==> config.mk <==
export PLATFORM = sky130hd
export DESIGN_NAME = tsense_oneshot
export DESIGN_NICKNAME = d
export VERILOG_FILES = /design/src/rtl/tsense_pkg.sv /design/src/rtl/tsense_clkdiv.sv /design/src/rtl/tsense_arm.sv /design/src/rtl/tsense_capture.sv /design/src/rtl/tsense_oneshot.sv
export SDC_FILE = /design/constraint.sdc
export NUM_CORES = 1
export LEC_CHECK = 0
export ABC_AREA = 1
export BUFFER_PORTS_ARGS = -buffer_cell sky130_fd_sc_hd__buf_2
export CAP_MARGIN = 10
export CORE_MARGIN = 4
export CORE_UTILIZATION = 35
export CTS_CLUSTER_DIAMETER = 60
export DETAILED_ROUTE_END_ITERATION = 10
export HOLD_SLACK_MARGIN = 0.15
export PLACE_DENSITY = 0.51
export SYNTH_ARGS = -nofsm -noshare
export SYNTH_HDL_FRONTEND = slang
export SYNTH_SLANG_ARGS = --single-unit
==> constraint.sdc <==
create_clock -name clk -period 1.8 [get_ports clk]
set_input_delay 0.18 -clock clk [delete_from_list [all_inputs] [get_ports clk]]
set_output_delay 0.18 -clock clk [all_outputs]
set_load 0.03 [all_outputs]
==> src/rtl/tsense_pkg.sv <==
package tsense_pkg;
  localparam int unsigned CODE_W      = 8;
  localparam logic [7:0]  PRESET_CODE = 8'hD5;
  localparam int unsigned SYS_HZ_MAX  = 80_000_000;
  localparam int unsigned CONV_HZ_MAX = 1_000_000;
  localparam int unsigned MIN_DIV     = SYS_HZ_MAX / CONV_HZ_MAX;
  typedef logic [CODE_W-1:0] code_t;
endpackage

==> src/rtl/tsense_clkdiv.sv <==
module tsense_clkdiv #(
  parameter int unsigned DIV = 80
) (
  input  logic clk,
  input  logic arst_n,
  input  logic run,
  output logic conv_clk,
  output logic tick
);
  localparam int unsigned HALF = DIV / 2;
  localparam int unsigned CW   = $clog2(DIV);
  localparam logic [CW-1:0] LAST     = CW'(DIV - 1);
  localparam logic [CW-1:0] FALL_AT  = CW'(HALF - 1);

  logic [CW-1:0] phase_q;
  logic          clk_q;

  // tick marks the system edge on which the converter clock rises
  assign tick     = run && (phase_q == LAST);
  assign conv_clk = clk_q;

  always_ff @(posedge clk or negedge arst_n) begin
    if (!arst_n) begin
      phase_q <= '0;
      clk_q   <= 1'b0;
    end else if (!run) begin
      phase_q <= '0;
      clk_q   <= 1'b0;
    end else if (phase_q == LAST) begin
      phase_q <= '0;
      clk_q   <= 1'b1;
    end else begin
      phase_q <= phase_q + 1'b1;
      if (phase_q == FALL_AT) clk_q <= 1'b0;
    end
  end
endmodule

==> src/rtl/tsense_arm.sv <==
module tsense_arm #(
  parameter int unsigned STAGES = 2
) (
  input  logic clk,
  input  logic arst_n,
  input  logic tick,
  output logic armed
);
  logic [STAGES-1:0] sync_q;

  always_ff @(posedge clk or negedge arst_n) begin
    if (!arst_n)   sync_q <= '0;
    else if (tick) sync_q <= {sync_q[STAGES-2:0], 1'b1};
  end

  assign armed = sync_q[STAGES-1];
endmodule

==> src/rtl/tsense_capture.sv <==
module tsense_capture
  import tsense_pkg::*;
#(
  parameter int unsigned CONV_TICKS  = 10,
  parameter int unsigned SYNC_STAGES = 2
) (
  input  logic  clk,
  input  logic  arst_n,
  input  logic  tick,
  input  logic  armed,
  input  code_t sample,
  output code_t code,
  output logic  done
);
  localparam int unsigned LIMIT = CONV_TICKS - SYNC_STAGES;
  localparam int unsigned CW    = $clog2(LIMIT + 1);
  localparam logic [CW-1:0] LAST_CNT = CW'(LIMIT - 1);

  logic [CW-1:0] cnt_q;
  code_t         code_q;
  logic          done_q;

  always_ff @(posedge clk or negedge arst_n) begin
    if (!arst_n) begin
      cnt_q  <= '0;
      code_q <= PRESET_CODE;
      done_q <= 1'b0;
    end else if (tick && armed && !done_q) begin
      if (cnt_q == LAST_CNT) begin
        done_q <= 1'b1;
        code_q <= sample;
      end else begin
        cnt_q <= cnt_q + 1'b1;
      end
    end
  end

  assign code = code_q;
  assign done = done_q;
endmodule

==> src/rtl/tsense_oneshot.sv <==
module tsense_oneshot
  import tsense_pkg::*;
#(
  parameter int unsigned DIV         = 80,
  parameter int unsigned CONV_TICKS  = 10,
  parameter int unsigned SYNC_STAGES = 2,
  parameter bit          HAS_ENABLE  = 1'b1
) (
  input  logic       clk,
  input  logic       rst_n,
  input  logic       en,
  input  logic       clr,
  input  logic [7:0] smp_data,
  output logic       conv_clk,
  output logic [7:0] result,
  output logic       done
);
  if (DIV < MIN_DIV || (DIV % 2) != 0) begin : g_bad_div
    $error("tsense_oneshot: DIV must be even and at least %0d", MIN_DIV);
  end
  if (SYNC_STAGES < 2 || CONV_TICKS <= SYNC_STAGES) begin : g_bad_seq
    $error("tsense_oneshot: need SYNC_STAGES >= 2 and CONV_TICKS > SYNC_STAGES");
  end

  logic run;
  logic tick;
  logic armed;
  logic arst_n;

  assign arst_n = rst_n & ~clr;

  if (HAS_ENABLE) begin : g_en
    assign run = en;
  end else begin : g_no_en
    assign run = 1'b1;
  end

  tsense_clkdiv #(.DIV(DIV)) u_div (
    .clk      (clk),
    .arst_n   (arst_n),
    .run      (run),
    .conv_clk (conv_clk),
    .tick     (tick)
  );

  tsense_arm #(.STAGES(SYNC_STAGES)) u_arm (
    .clk    (clk),
    .arst_n (arst_n),
    .tick   (tick),
    .armed  (armed)
  );

  tsense_capture #(
    .CONV_TICKS  (CONV_TICKS),
    .SYNC_STAGES (SYNC_STAGES)
  ) u_cap (
    .clk    (clk),
    .arst_n (arst_n),
    .tick   (tick),
    .armed  (armed),
    .sample (smp_data),
    .code   (result),
    .done   (done)
  );
endmodule

==> reports/summary.txt <==
status = complete, no violations
first-pass GRT wire length = 4.22 mm
effective utilization at floorplan = 0.382
startpoint kind of the worst setup timing path = flop
worst-case clock buffer depth = 2
accumulated negative setup slack = 0 ps
net count after synthesis = 140
crit share post-route = 0.903
Remaining Overflow, GRT = 0
flops & latches, synth = 23
Leakage = 0.730 nW
number of post-CTS setup repair buffers = 0
Final Slew Violations = 0
final wirelength = 2.29 mm
fraction of final layout cells sized beyond drive strength 1 = 0.244
antenna cell count = 0
via/cell ratio = 4.63
total of buffers placed on input and output ports = 21
source-to-sink clock delay at the later pin of the worst-skew pair = 310 ps
Least-Margin Pin Slew = 364 ps
filler cell count = 299
share of the yosys chip area belonging to registers = 0.534
warnings from Yosys = 0
total DRC errors in the routed layout = 0
TritonCTS Buffers = 3
headroom to the max-slew limit = 0.757
total power density per cell area = 597 nW/um2
most used cell along the critical path = nand2_1
number of top-level pins = 22
maximum operating frequency = 0.615 GHz
Setup violations, final = 0
slowest cell delay on critical path = 390 ps
DR vias = 903
Gate Count Post-Synth = 126
DRC violation total after the first TritonRoute iteration = 25
synthesized area = 1090 um2
router iterations before antenna repair = 6
Core Rows = 19
storage element area = 582 um2
CTS tree = done
category of the most critical setup path = flop to flop
number of levels the H-tree was split into = 1
clock root buffer = clkbuf_4
Worst path slowest cell = dfrtp_1
CP Max Fanout = 9
Min-Delay Path Class = flop to flop
final std cells w/o fill = 195
clock period minus worst slack = 1630 ps
worst endpoint data arrival time = 1840 ps
routability congestion estimate from global placement = 0.810
initial antenna violation count = 0
Clock transition at path regs = 130 ps
die footprint = 4070 um2
layout overhead on the synthesized area = 27.8%
MaxCap Viol Count = 0
die width = 63.8 um
final worst clock skew = 3.63 ps
distinct cell type count of the synthesized netlist = 19
area of the multi-input gates = 430 um2
Post-Place Setup Slack = 165 ps
Routed WL per cell = 11.7 um
core footprint = 2850 um2
endpoint kind of the worst setup timing path = flop
Final nets = 179
overall die height = 63.8 um
CP bufs+invs = 0
synthesized area divided by synthesized cell count = 8.64 um2
number of clock sinks = 23
sum of net half-perimeters after detailed placement = 1.60 mm
setup repair after global routing missed its margin = no
kind of cell adding the most delay to the critical path = simple AND/OR/NAND/NOR gates
minimum setup slack in the final design = 174 ps
cells along the critical path = ha_1 > nand3_4 > nor3_4 > nand3_2 > nand2_1 > nand2_1
Antenna Nets Post-Route = 0
VDD IR max = 0.298 mV
Global Route Usage Sum = 0.133
placed cell count = 180
required time at the endpoint of the critical path = 2010 ps
maximum number of pins on one net before global-route repair = 24
number of hold-slack violations in the final timing report = 0
vias in the first global route = 880
[stage by stage]
stage / hold slack, ps / util / power (mW) / instance area (um2)
detailed placement: 301 / 0.438 / 0.582 / 1250
floorplan: 280 / - / 0.559 / 1090
global route: 497 / 0.488 / 0.889 / 1390
CTS: 475 / 0.486 / 0.855 / 1390
finish: 472 / 0.488 / 0.831 / 1390
global placement: 276 / 0.438 / 0.581 / 1250
[registers in the layout, summed over array words and instances (netlist names)]
register	flops
u_arm.sync_q	2
u_cap.cnt_q	4
u_cap.code	8
u_cap.done	1
u_div.conv_clk	1
u_div.phase_q	7
[kinds of logic (layout without fill, tap and decap cells)]
kind of cell | after synthesis | count (layout) | share of synthesized area
and+or+nand+nor | 77 | 77 | 0.344
DFF | 23 | 23 | 0.534
AOI/OAI and AO/OA | 4 | 4 | 0.0184
buffers and inverters | 19 | 57 | 0.0724
xor gates and xnor gates | 1 | 1 | 0.00805
adders and majority gates | 2 | 2 | 0.0230
[timing repair]
action,in CTS,in global routing
hold buffers,11,0
hold endpoints to repair,29,0
gates resized for setup,0,1
setup endpoints to repair,0,3
[final timing paths]
| check | start | endpoint | slack, ps | depth (start not counted) |
|---|---|---|---|---|
| setup reg to reg | u_div.phase_q[0] | u_cap.code[1] | 170 | 6 |
| min in group asynchronous | clr | u_div.conv_clk | 490 | 4 |
| hold / removal | u_div.phase_q[0] | u_div.phase_q[0] | 470 | 1 |
| max in group asynchronous | rst_n | u_cap.code[7] | 500 | 6 |
| setup / recovery | u_div.phase_q[0] | u_cap.code[1] | 170 | 6 |
| hold reg to reg | u_div.phase_q[0] | u_div.phase_q[0] | 470 | 1 |
[layout by cell type (no fill, tap or decap)]
cell	synthesis	final
nand3_1	6	6
nand3_4	1	1
clkinv_2	0	1
dfstp_2	5	5
inv_1	16	16
nand2_1	38	38
dfrtp_1	18	18
nor3_1	2	2
xor2_1	1	1
ha_1	2	2
a21oi_1	1	1
nand3_2	1	1
or2_2	1	1
buf_2	0	21
nor3_4	1	1
clkinvlp_4	0	1
buf_4	0	4
clkbuf_4	0	3
nand4_1	16	16
o21ai_0	3	3
nor2_1	11	10
dlygate4sd3_1	0	11
nor2_2	0	1
[Yosys cell counts]
master	count	area, um2
xor2_1	1	8.76
buf_6	1	11.3
nor3_4	1	16.3
nand2_1	38	143
nand3_2	1	10.0
inv_1	16	60.1
nand3_4	1	17.5
a21oi_1	1	5.00
clkbuf_1	1	3.75
nand3_1	6	30.0
ha_1	2	25.0
or2_2	1	6.26
nand4_1	16	100
nor3_1	2	10.0
o21ai_0	3	15.0
clkinv_1	1	3.75
dfrtp_1	18	450
nor2_1	11	41.3
dfstp_2	5	131
[routing by layer]
metal	wire (um)	up-vias	part of all wire	track usage
met5	0	-	0	0
met4	19	0	0.0083	0.0566
met3	65	2	0.028	0.0210
met2	1040	12	0.46	0.193
met1	1160	399	0.51	0.195
li1	-	490	-	-
[layout make-up]
cell class | count | area share
Clock buffer | 3 | 0.0162
Inverter | 17 | 0.0486
Clock inverter | 1 | 0.00360
Sequential cell | 23 | 0.418
Multi-Input combinational cell | 84 | 0.309
Timing Repair Buffer | 36 | 0.176
Tap cell | 31 | 0.0279
[power by group]
group,switching [mW],leakage [nW],internal (mW)
logic,0.0266,0.424,0.0328
registers,0.00560,0.289,0.525
clock network,0.158,0.0177,0.0829
No activity file was read; power rests on OpenSTA's default activity.
